`src/rtl/rfb_pkg.sv`:
```
package rfb_pkg;
    localparam int FB_W    = 32;
    localparam int FB_FRAC = 16;
    localparam int WIDE_W  = 48;

    typedef logic [FB_W-1:0]   fb_word_t;
    typedef logic [WIDE_W-1:0] wide_t;

    // Saturate a wide measurement into the window [lo, hi].
    function automatic fb_word_t clamp_word(input wide_t v, input fb_word_t lo, input fb_word_t hi);
        if (v > wide_t'(hi)) return hi;
        if (v < wide_t'(lo)) return lo;
        return v[FB_W-1:0];
    endfunction
endpackage

```
`src/rtl/rfb_sof_meter.sv`:
```
module rfb_sof_meter #(
    parameter int NOM_PERIOD = 3072,
    parameter int CNT_W      = $clog2(2*NOM_PERIOD+1)
) (
    input  logic             clk,
    input  logic             rst_n,
    input  logic             sof,
    output logic             ivl_valid,
    output logic [CNT_W-1:0] ivl,
    output logic             gap_abort
);
    localparam int LIMIT = 2 * NOM_PERIOD;

    typedef struct packed {
        logic [CNT_W-1:0] cnt;
        logic             armed;
        logic             ivl_valid;
        logic [CNT_W-1:0] ivl;
        logic             abort;
    } meter_t;

    meter_t m_d, m_q;

    always_comb begin
        m_d           = m_q;
        m_d.ivl_valid = 1'b0;
        m_d.abort     = 1'b0;
        if (m_q.cnt != CNT_W'(LIMIT - 1)) m_d.cnt = m_q.cnt + 1'b1;
        if (sof) begin
            m_d.cnt   = '0;
            m_d.armed = 1'b1;
            if (m_q.armed) begin
                m_d.ivl_valid = 1'b1;
                m_d.ivl       = m_q.cnt + 1'b1;
            end
        end else if (m_q.armed && m_q.cnt == CNT_W'(LIMIT - 1)) begin
            m_d.armed = 1'b0;
            m_d.abort = 1'b1;
        end
    end

    always_ff @(posedge clk) begin
        if (!rst_n) m_q <= '0;
        else        m_q <= m_d;
    end

    assign ivl_valid = m_q.ivl_valid;
    assign ivl       = m_q.ivl;
    assign gap_abort = m_q.abort;

    AST_ARM_BEFORE_MEASURE: assert property (@(posedge clk) disable iff (!rst_n)
        m_q.ivl_valid |-> $past(m_q.armed));
    AST_INTERVAL_RANGE: assert property (@(posedge clk) disable iff (!rst_n)
        m_q.ivl_valid |-> (m_q.ivl >= CNT_W'(1) && m_q.ivl <= CNT_W'(LIMIT)));
    AST_ABORT_NO_SOF: assert property (@(posedge clk) disable iff (!rst_n)
        m_q.abort |-> (!$past(sof) && !m_q.armed));
endmodule

```
`src/rtl/rfb_frame_accum.sv`:
```
module rfb_frame_accum #(
    parameter int CNT_W       = 13,
    parameter int LOG2_FRAMES = 3,
    parameter int SUM_W       = CNT_W + LOG2_FRAMES
) (
    input  logic             clk,
    input  logic             rst_n,
    input  logic             ivl_valid,
    input  logic [CNT_W-1:0] ivl,
    input  logic             abort,
    output logic             sum_valid,
    output logic [SUM_W-1:0] sum
);
    typedef struct packed {
        logic [SUM_W-1:0]       acc;
        logic [LOG2_FRAMES-1:0] frames;
        logic                   out_valid;
        logic [SUM_W-1:0]       out_sum;
    } accum_t;

    accum_t a_d, a_q;
    logic [SUM_W-1:0] acc_next;

    always_comb begin
        a_d           = a_q;
        a_d.out_valid = 1'b0;
        acc_next      = a_q.acc + SUM_W'(ivl);
        if (abort) begin
            a_d.acc    = '0;
            a_d.frames = '0;
        end else if (ivl_valid) begin
            if (&a_q.frames) begin
                a_d.out_valid = 1'b1;
                a_d.out_sum   = acc_next;
                a_d.acc       = '0;
                a_d.frames    = '0;
            end else begin
                a_d.acc    = acc_next;
                a_d.frames = a_q.frames + 1'b1;
            end
        end
    end

    always_ff @(posedge clk) begin
        if (!rst_n) a_q <= '0;
        else        a_q <= a_d;
    end

    assign sum_valid = a_q.out_valid;
    assign sum       = a_q.out_sum;

    AST_ABORT_CLEARS: assert property (@(posedge clk) disable iff (!rst_n)
        $past(abort) |-> (a_q.acc == '0 && a_q.frames == '0));
    AST_SUM_ONE_CYCLE: assert property (@(posedge clk) disable iff (!rst_n)
        a_q.out_valid |=> !a_q.out_valid);
endmodule

```
`src/rtl/rfb_scale_clamp.sv`:
```
module rfb_scale_clamp
    import rfb_pkg::*;
#(
    parameter int       SUM_W  = 16,
    parameter int       SHIFT  = 4,
    parameter fb_word_t NOM_FB = 32'h0006_0000
) (
    input  logic             clk,
    input  logic             rst_n,
    input  logic             sum_valid,
    input  logic [SUM_W-1:0] sum,
    input  logic             abort,
    output fb_word_t         fb,
    output logic             fb_valid,
    output logic             stale
);
    localparam int       SH_L   = (SHIFT > 0) ? SHIFT : 0;
    localparam int       SH_R   = (SHIFT < 0) ? -SHIFT : 0;
    localparam fb_word_t ONE    = fb_word_t'(1) << FB_FRAC;
    localparam fb_word_t LIM_HI = NOM_FB + ONE;
    localparam fb_word_t LIM_LO = NOM_FB - ONE;

    typedef struct packed {
        fb_word_t fb;
        logic     valid;
        logic     stale;
    } out_t;

    out_t  o_d, o_q;
    wide_t scaled;

    always_comb begin
        scaled     = (wide_t'(sum) << SH_L) >> SH_R;
        o_d        = o_q;
        o_d.valid  = 1'b0;
        if (sum_valid) begin
            o_d.fb    = clamp_word(scaled, LIM_LO, LIM_HI);
            o_d.valid = 1'b1;
            o_d.stale = 1'b0;
        end
        if (abort) o_d.stale = 1'b1;
    end

    always_ff @(posedge clk) begin
        if (!rst_n) o_q <= '{fb: NOM_FB, valid: 1'b0, stale: 1'b0};
        else        o_q <= o_d;
    end

    assign fb       = o_q.fb;
    assign fb_valid = o_q.valid;
    assign stale    = o_q.stale;

    AST_HOLD_BETWEEN: assert property (@(posedge clk) disable iff (!rst_n)
        !o_q.valid |-> $stable(o_q.fb));
    AST_CLAMP_HIGH: assert property (@(posedge clk) disable iff (!rst_n)
        o_q.fb <= LIM_HI);
    AST_CLAMP_LOW: assert property (@(posedge clk) disable iff (!rst_n)
        o_q.fb >= LIM_LO);
    AST_STALE_CLEARED: assert property (@(posedge clk) disable iff (!rst_n)
        o_q.valid |-> !o_q.stale);
endmodule

```
`src/rtl/rate_feedback_gen.sv`:
```
module rate_feedback_gen
    import rfb_pkg::*;
#(
    parameter int NOM_PERIOD  = 3072,
    parameter int LOG2_CPS    = 9,
    parameter int LOG2_FRAMES = 3
) (
    input  logic        clk,
    input  logic        rst_n,
    input  logic        sof,
    output logic [31:0] fb_word,
    output logic        fb_strobe,
    output logic        fb_stale
);
    localparam int       CNT_W  = $clog2(2*NOM_PERIOD+1);
    localparam int       SUM_W  = CNT_W + LOG2_FRAMES;
    localparam int       SHIFT  = FB_FRAC - LOG2_FRAMES - LOG2_CPS;
    localparam fb_word_t NOM_FB = (fb_word_t'(NOM_PERIOD) << FB_FRAC) >> LOG2_CPS;

    logic             ivl_valid, gap_abort, sum_valid;
    logic [CNT_W-1:0] ivl;
    logic [SUM_W-1:0] sum;

    rfb_sof_meter #(.NOM_PERIOD(NOM_PERIOD), .CNT_W(CNT_W)) u_meter (
        .clk(clk), .rst_n(rst_n), .sof(sof),
        .ivl_valid(ivl_valid), .ivl(ivl), .gap_abort(gap_abort)
    );

    rfb_frame_accum #(.CNT_W(CNT_W), .LOG2_FRAMES(LOG2_FRAMES), .SUM_W(SUM_W)) u_accum (
        .clk(clk), .rst_n(rst_n), .ivl_valid(ivl_valid), .ivl(ivl),
        .abort(gap_abort), .sum_valid(sum_valid), .sum(sum)
    );

    rfb_scale_clamp #(.SUM_W(SUM_W), .SHIFT(SHIFT), .NOM_FB(NOM_FB)) u_scale (
        .clk(clk), .rst_n(rst_n), .sum_valid(sum_valid), .sum(sum),
        .abort(gap_abort), .fb(fb_word), .fb_valid(fb_strobe), .stale(fb_stale)
    );
endmodule

```
`config.mk`:
```
export PLATFORM = sky130hd
export DESIGN_NAME = rate_feedback_gen
export DESIGN_NICKNAME = d
export VERILOG_FILES = /design/src/rtl/rfb_pkg.sv /design/src/rtl/rfb_sof_meter.sv /design/src/rtl/rfb_frame_accum.sv /design/src/rtl/rfb_scale_clamp.sv /design/src/rtl/rate_feedback_gen.sv
export SDC_FILE = /design/constraint.sdc
export NUM_CORES = 1
export LEC_CHECK = 0
export CAP_MARGIN = 20
export CORE_ASPECT_RATIO = 1.2
export CORE_MARGIN = 2
export CORE_UTILIZATION = 40
export CTS_CLUSTER_DIAMETER = 40
export DETAILED_ROUTE_END_ITERATION = 7
export DONT_BUFFER_PORTS = 1
export GPL_TIMING_DRIVEN = 1
export PLACE_DENSITY = 0.52
export SYNTH_ARGS = -nofsm -noshare
export SYNTH_HDL_FRONTEND = slang
export SYNTH_SLANG_ARGS = --single-unit
```
`constraint.sdc`:
```
create_clock -name clk -period 4.3 [get_ports clk]
set_input_delay 0.86 -clock clk [delete_from_list [all_inputs] [get_ports clk]]
set_output_delay 0.86 -clock clk [all_outputs]
set_load 0.02 [all_outputs]
```
==> qor.yml, run 1 <==
status: "complete, no violations"
drcViolationCount: 0
yosysTopAreaCellShare_pct: 42.2
grt_max_degree: 38
start_util_pct: 41.2
synth_cell_types: 51
met1_length_mm: 3.85
wl_met2_mm: 4.18
post_cts_buffers: 0
drtIter0Drc: 175
hold_path.class: "reg -> reg"
critical_path.startpoint: "u_meter.ivl[0]"
cp.required_ns: 4.57
slew_viol_final: 0
syn_area_mm2: 0.00394
grt_pass1_vias: 2943
grt_pass1_wl_mm: 14.4
cp.arrival_ns: 2.61
endpoint: "u_accum.sum[8]"
antenna_found_initial: 0
synth_enable_flop_cells: 0
multi_input_area_mm2: 0.00209
ys_top_cells_by_area: "dfxtp_1 (42%), nor2_1 (5.5%), ha_1 (5.1%)"
ys_seq_area_share_pct: 42.2
clockBufferDepth: 2
fmax_mhz: 427
ys_top_cells_by_count: "dfxtp_1 (83), nor2_1 (58), a21oi_1 (39)"
antenna_cells: 0
routed-via-count: 3107
post-dp-hpwl_mm: 6.13
clkTransAtPathRegs_ns: 0.06
yosysWarnings: 0
final_cells: 575
slowest_delay_ns: 0.47
synth.most_common_cell: "dfxtp_1"
clock_sinks: 83
die_y_um: 113
fp.dieW_um: 94.6
whs_path_depth: 2
p_leak_nw: 1.61
setup_tns_ns: 0
cp_num_buf_inv: 0
cts_tree: "built"
final_antenna_net_count: 0
period_needed_ns: 2.34
io_pins: 37
yosys.area.top_type: "dfxtp_1"
io_buffer_count: 0
rrSetupSlack_ns: 1.96
place_congestion: 0.844
viasPerCell: 5.40
reg2reg_depth: 8
ir_drop_uv: 175
routed_wl_mm: 8.61
syn_area_per_cell_um2: 8.53
timing.rr.start: "u_meter.ivl[0]"
ctsRootBufferMaster: "clkbuf_16"
max_slew_margin_pct: 48.2
met3_wirelength_um: 391
rows: 39
path_max_fanout: 3
drive_gt1_share_pct: 4.87
critPathCaptureType: "flop"
crit_family: "compound AO/OA/AOI/OAI gates"
slowest_stage: "or3b_2"
crit_cells: 8
async_reset_ff_share_pct: 0
dpl.cell_count: 560
core_mm2: 0.00956
h-tree-depth: 3
final.fill_count: 969
rsz0062_at_grt: "no"
die_area_mm2: 0.0107
clock_latency_ns: 0.34
top_layer: "met4"
synth_flop_cell: "dfxtp_1"
min_period_over_period_pct: 54.5
crit_chain: "ha_1 -> fa_1 -> a21oi_1 -> nand4b_1 -> a21boi_0 -> o21ai_0 -> or3b_2 -> o211ai_1"
power_density_mw_per_mm2: 405
synth_cells: 462
path_class: "reg -> reg"
start_kind: "flop"
hold_buffers: 0
setup_viol: 0
final-seq-area_mm2: 0.00166
wl_per_cell_um: 15.0
r2r-end: "u_accum.sum[8]"
syn_to_final_growth_pct: 8.20
hold_violations: 0
worst_pin_slew_ns: 0.774
finalPower_mw: 1.73
maxCapViolations: 0
drtPass1Iterations: 4
grt_usage_pct: 17.1
cts_made_buffers: 9
ys_ff_latch: 83
grt-ovfl-total: 0
cts_resized: 0
nets: 468
fin_util_pct: 44.6
skew_ns: 0.00525
[where the power goes]
| group | switching [mW] | leakage [nW] | total, mW | internal [mW] |
|---|---|---|---|---|
| combinational | 0.0607 | 0.791 | 0.0943 | 0.0335 |
| sequential | 0.0182 | 0.672 | 0.804 | 0.785 |
| clock | 0.308 | 0.148 | 0.829 | 0.521 |
[how the worst min path moves through the flow]
stage                                    to  slack [ns]       startpoint
final                       u_accum.a_q[30]        0.47  u_accum.a_q[30]
after global routing      u_meter.gap_abort        0.49  u_meter.m_q[15]
after CTS                   u_accum.a_q[30]        0.47  u_accum.a_q[30]
after detailed placement    u_accum.a_q[30]        0.46  u_accum.a_q[30]
after global placement    u_meter.gap_abort        0.46  u_meter.m_q[15]
after floorplan           u_meter.gap_abort        0.44  u_meter.m_q[15]
[sequential cells by signal (all words and copies together) (netlist names)]
name / flops
u_scale.stale: 1
u_meter.gap_abort: 1
u_meter.m_q: 14
u_scale.fb_valid: 1
u_scale.fb: 16
u_accum.a_q: 19
u_accum.sum: 16
u_meter.ivl: 13
u_accum.sum_valid: 1
u_meter.ivl_valid: 1
[per-layer routing]
layer / up-vias / track usage (%)
met4: 0 / 7.34
li1: 1599 / -
met3: 14 / 4.13
met1: 1429 / 21.7
met5: - / 0
met2: 65 / 27.8
[layout by cell type, fill, tap and decap left out, types with 3 or more instances in the layout]
| cell type | n |
|---|---|
| nand3b_1 | 6 |
| a31oi_1 | 4 |
| nor3_1 | 7 |
| a211o_1 | 3 |
| nand4_1 | 6 |
| and3_1 | 4 |
| o211ai_1 | 5 |
| buf_4 | 3 |
| or3_1 | 6 |
| and2_1 | 3 |
| a21oi_1 | 39 |
| nand2_1 | 36 |
| xor2_1 | 9 |
| nor3b_1 | 3 |
| ha_1 | 16 |
| a211oi_1 | 10 |
| nand2b_1 | 4 |
| xnor2_1 | 9 |
| clkbuf_16 | 9 |
| o21ai_0 | 16 |
| a21o_1 | 7 |
| a22oi_1 | 17 |
| dfxtp_1 | 83 |
| nand3_1 | 25 |
| nor4_1 | 4 |
| nand4b_1 | 4 |
| inv_1 | 3 |
| mux2i_1 | 4 |
| a21boi_0 | 3 |
| o21a_1 | 3 |
| nor2_1 | 58 |
| conb_1 | 16 |
[kinds of logic after synthesis]
kind of cell	count (synthesis)	synth area share [%]
multiplexers	4	1.02
adder cells (fa/ha/maj)	17	5.59
other	1	0.0952
XOR/XNOR	18	4.00
AO/OA/AOI/OAI	114	18.4
AND/OR/NAND/NOR	178	22.4
flip-flops	83	42.2
buffers and inverters	47	6.29
[metrics by stage]
stage          worst slack [ns]  instance area (um2)  hold WS, ns
3_5_place_dp               1.81                 3940        0.462
5_1_grt                    1.75                 4260        0.492
3_3_place_gp               1.87                 3940        0.457
4_1_cts                    1.95                 4260        0.471
2_1_floorplan              2.19                 4000        0.439
6_report                   1.96                 4260        0.471
[worst min-delay path: cells and delay by family (launching register included)]
family	cells	cell delay (ns)
AND/OR/NAND/NOR	1	0.06
flip-flops	1	0.31
AO/OA/AOI/OAI	1	0.05
[cell type report]
type                    instances  area share [%]
clock buffers                  11            5.70
clock inverters                 4            1.76
inverters                       4           0.352
multi-input cells             347            49.1
flip-flops and latches         83            39.0
well taps                     123            3.61
repair buffers                  3           0.528
Power figures use the tool's default switching activity.
==> inputs of run 2 (changes only) <==
ABC_AREA = 1   (was unset)
clock period = 2.4 ns   (was 4.3 ns; I/O delays follow)
==> qor.yml, run 2 <==
min_from: "rst_n"
wl_per_cell_um: 12.6
yosysWarnings: 0
die_y_um: 118
critPathCaptureType: "flop"
grt_max_degree: 29
clock_latency_ns: 0.34
clkTransAtPathRegs_ns: 0.06
synth_cell_types: 37
cp.arrival_ns: 2.06
drive_gt1_share_pct: 6.53
setup_viol: 0
period_needed_ns: 1.83
r2r-end: "u_accum.sum[10]"
synth.most_common_cell: "nand2_1"
fmax_mhz: 548
regMostFlops: "u_accum.a_q"
io_buffer_count: 0
routed-via-count: 3589
hold_path_end: "u_scale.fb[18]"
largest_reg_flops: 19
whs_path_depth: 1
fin_util_pct: 44.6
ys_top_cells_by_area: "dfxtp_1 (39%), nand2_1 (15%), inv_1 (8.0%)"
antenna_found_initial: 0
clockBufferDepth: 2
ys_ff_latch: 83
rsz0062_at_grt: "no"
min_period_over_period_pct: 76.1
syn_area_mm2: 0.00431
cp.required_ns: 2.64
nets: 644
synth_enable_flop_cells: 0
fp.dieW_um: 98.7
yosys.area.top_type: "dfxtp_1"
status: "complete, no violations"
antenna_cells: 0
grt_pass1_vias: 3540
die_area_mm2: 0.0116
place_congestion: 0.852
syn_area_per_cell_um2: 6.88
grt_usage_pct: 17.7
hold_buffers: 0
reg2reg_depth: 12
grt_pass1_wl_mm: 16.7
async_reset_ff_share_pct: 0
max_slew_margin_pct: 60.1
routed_wl_mm: 9.53
cts_resized: 0
final_common_cell: "nand2_1"
ctsRootBufferMaster: "clkbuf_16"
io_pins: 37
clock_sinks: 83
p_leak_nw: 2.33
core_mm2: 0.0105
yosysTopAreaCellShare_pct: 38.6
skew_ns: 0.00853
path_class: "reg -> reg"
drtIter0Drc: 139
timing.rr.start: "u_meter.ivl[0]"
setup_tns_ns: 0
ys_seq_area_share_pct: 38.6
cts_tree: "built"
post_cts_buffers: 0
drtPass1Iterations: 4
ir_drop_uv: 267
power_density_mw_per_mm2: 655
rows: 41
synth_cells: 626
ys_top_cells_by_count: "nand2_1 (172), inv_1 (92), dfxtp_1 (83)"
rrSetupSlack_ns: 0.57
cts_made_buffers: 9
worst_pin_slew_ns: 0.598
h-tree-depth: 3
most-common-layout-cells: "nand2_1 (172), inv_1 (92), dfxtp_1 (83), nor2_1 (59), a21oi_1 (49)"
hold_violations: 0
viasPerCell: 4.74
post-dp-hpwl_mm: 7.19
slew_viol_final: 0
hold_path.class: "in -> reg"
path_max_fanout: 3
final_antenna_net_count: 0
final.fill_count: 1125
synth_flop_cell: "dfxtp_1"
maxCapViolations: 0
start_util_pct: 41.0
start_kind: "flop"
grt-ovfl-total: 0
drcViolationCount: 0
syn_to_final_growth_pct: 8.95
[run 2: per-stage QoR]
step                      hold slack (ns)  setup slack [ns]  cells  cell area [um2]  power (mW)
after floorplan                     0.436             0.743    641             4360        1.58
after global placement              0.454             0.608    742             4370        1.59
after detailed placement            0.457             0.579    742             4370        1.59
after CTS                           0.196             0.564    757             4690        3.11
after global routing                0.201             0.280    757             4690        3.19
final                               0.206             0.574    757             4690        3.07
[run 2: where the power goes]
group | total (mW) | switching (mW) | internal [mW]
registers | 1.41 | 0.0149 | 1.40
clock network | 1.51 | 0.551 | 0.962
logic | 0.149 | 0.106 | 0.0420
[run 2: how the worst max path moves through the flow]
stage               slack, ns         endpoint           start
floorplan                0.74   u_accum.sum[8]  u_meter.ivl[0]
global placement         0.61  u_accum.sum[14]  u_meter.ivl[0]
detailed placement       0.58  u_accum.sum[14]  u_meter.ivl[0]
CTS                      0.56  u_accum.sum[14]  u_meter.ivl[0]
global route             0.28  u_accum.sum[10]  u_meter.ivl[0]
finish                   0.57  u_accum.sum[10]  u_meter.ivl[0]
[run 2: critical path: stages, from the launching register on]
cell      delay, ns
dfxtp_1        0.32
ha_1           0.23
fa_1           0.41
nand2_1        0.09
nand2_1        0.07
nand3b_1       0.08
nand2_1        0.11
nand2_1        0.10
nand3b_1       0.10
nand2_1        0.08
nand2_1        0.04
nand2_1        0.07
inv_1          0.03
[run 2: layout make-up]
class                      count  area (um2)  share of cell area, %
inverter                      97         364                   7.76
sequential                    83        1660                   35.4
tap                          129         161                   3.44
timing repair buffer           7        52.6                   1.12
clock inverter                 4        73.8                   1.57
multi-input combinational    426        2130                   45.3
clock buffer                  11         253                   5.39
[run 2: routing by layer]
layer	GRT usage, %	up-vias	wire, um	part of all wire (%)
met1	20.5	1603	4260	45
met2	31.3	50	4720	50
li1	-	1919	-	-
met3	3.62	17	259	2.7
met4	7.28	0	286	3.0
met5	0	-	0	0
[run 2: kinds of logic after synthesis]
group	share of synthesized area (%)
XOR/XNOR	3.25
other	0.0870
AND/OR/NAND/NOR	29.4
adder cells (fa/ha/maj)	5.11
AO/OA/AOI/OAI	10.3
flip-flops	38.6
buffers and inverters	13.4
==> inputs of run 3 (changes only) <==
PLACE_DENSITY = 0.54   (was 0.52)
clock period = 1.5 ns   (was 2.4 ns; I/O delays follow)
==> qor.yml, run 3 (synthesis gave the netlist of run 2 again) <==
status: "finished with violations"
violations: "negative setup slack"
critPathCaptureType: "flop"
core_mm2: 0.0105
use_met2_pct: 33.7
p_int_mw: 3.61
maxCapViolations: 0
regMostFlops: "u_accum.a_q"
antenna_cells: 0
place_congestion: 0.877
most-common-layout-cells: "nand2_1 (138), inv_1 (87), nor2_1 (56), dfxtp_1 (55), a21oi_1 (41)"
routed-via-count: 3842
cts_made_buffers: 9
io_buffer_count: 0
grt_pass1_wl_mm: 17.1
clockBufferDepth: 2
cp.arrival_ns: 1.90
seq_power_share_pct: 47.8
cp.required_ns: 1.74
p_leak_nw: 2.75
grt_usage_pct: 18.4
clock_latency_ns: 0.34
start_kind: "flop"
drtIter0Drc: 158
nets: 688
drtPass1Iterations: 4
syn_to_final_growth_pct: 31.2
placed_cell_area_mm2: 0.00469
start_util_pct: 41.0
hold_slack_ns: 0.0274
cp_num_buf_inv: 1
drive_gt1_share_pct: 29.4
min_from: "rst_n"
fmax_mhz: 600
viasPerCell: 4.79
slowest_stage: "dfxtp_2"
whs_path_depth: 1
clkTransAtPathRegs_ns: 0.06
min_period_over_period_pct: 111
rsz0062_at_grt: "yes"
grt-ovfl-total: 0
ir_drop_uv: 487
slowest_delay_ns: 0.34
rrSetupSlack_ns: -0.17
hold_violations: 0
routed_wl_mm: 10.5
power.switching_mw: 1.14
drcViolationCount: 0
path_class: "reg -> reg"
busiest_layer: "met2"
hold_path.class: "in -> reg"
grt_max_degree: 29
wl_per_cell_um: 13.1
use_met1_pct: 20.2
die_y_um: 118
cts_tree: "built"
finalPower_mw: 4.75
p_sw_share_pct: 24.0
r2r-end: "u_accum.sum[8]"
final.fill_count: 1015
die_area_mm2: 0.0116
final_area_mm2: 0.00565
hold_buffers: 0
reg2reg_depth: 10
largest_reg_flops: 19
fp.dieW_um: 98.7
clockPowerShare_pct: 44.4
grt_use_met3_pct: 3.44
h-tree-depth: 3
rows: 41
comb_power_share_pct: 7.8
ctsRootBufferMaster: "clkbuf_16"
path_max_fanout: 3
io_pins: 37
timing.rr.start: "u_meter.ivl[0]"
critical_path.startpoint: "u_meter.ivl[0]"
crit_family: "adder cells"
hold_path_end: "u_scale.fb[18]"
antenna_found_initial: 0
clock_sinks: 83
post-dp-hpwl_mm: 7.48
period_needed_ns: 1.67
slew_viol_final: 0
skew_ns: 0.00605
fin_ws_ns: -0.166
power_density_mw_per_mm2: 841
grt_pass1_vias: 3729
final_antenna_net_count: 0
final_common_cell: "nand2_1"
setup_viol: 18
crit_chain: "ha_4 -> fa_2 -> nand2_1 -> nand2_1 -> and2_4 -> nand2_2 -> nand2_2 -> xor2_2 -> o21ai_1 -> inv_1"
-- run 3: power by group through the flow --
stage	combinational (mW)	sequential [mW]	clock [mW]
CTS	0.320	2.28	2.18
finish	0.373	2.27	2.11
detailed placement	0.295	2.31	0
floorplan	0.221	2.30	0
global placement	0.293	2.31	0
global route	0.410	2.27	2.25
-- run 3: per-stage QoR --
step | std cells | util (%) | TNS (ns) | setup WS, ns
finish | 802 | 53.8 | -1.53 | -0.166
global route | 802 | 53.8 | -4.01 | -0.301
CTS | 794 | 49.7 | -1.62 | -0.157
detailed placement | 776 | 44.6 | -3.20 | -0.197
global placement | 776 | 44.6 | -2.71 | -0.181
floorplan | 641 | - | -0.381 | -0.0946
-- run 3: layout make-up --
class                      count  area [um2]  share of cell area, %
clock buffer                  11         253                   4.47
multi-input combinational    426        2660                   47.1
timing repair buffer          51         459                   8.12
clock inverter                 5        37.5                  0.664
sequential                    83        1710                   30.3
inverter                      97         367                   6.49
tap                          129         161                   2.86
-- run 3: worst max-delay path by stage --
stage / slack, ns / end / cells past startpoint
global route: -0.30 / u_accum.sum[14] / 13
CTS: -0.16 / u_accum.sum[8] / 10
finish: -0.17 / u_accum.sum[8] / 10
floorplan: -0.09 / u_accum.sum[8] / 10
detailed placement: -0.20 / u_accum.a_q[28] / 10
global placement: -0.18 / u_accum.sum[8] / 10
-- run 3: per-layer routing --
layer	up-vias	wire length, um
met5	-	0
met1	1744	4220
li1	2004	-
met4	0	356
met3	25	387
met2	69	5530
-- run 3: timing repair --
action,CTS,global route
endpoints found under the setup margin,31,51
cloned,0,0
pin swaps,13,43
resized for setup,49,102
buffers inserted,2,8
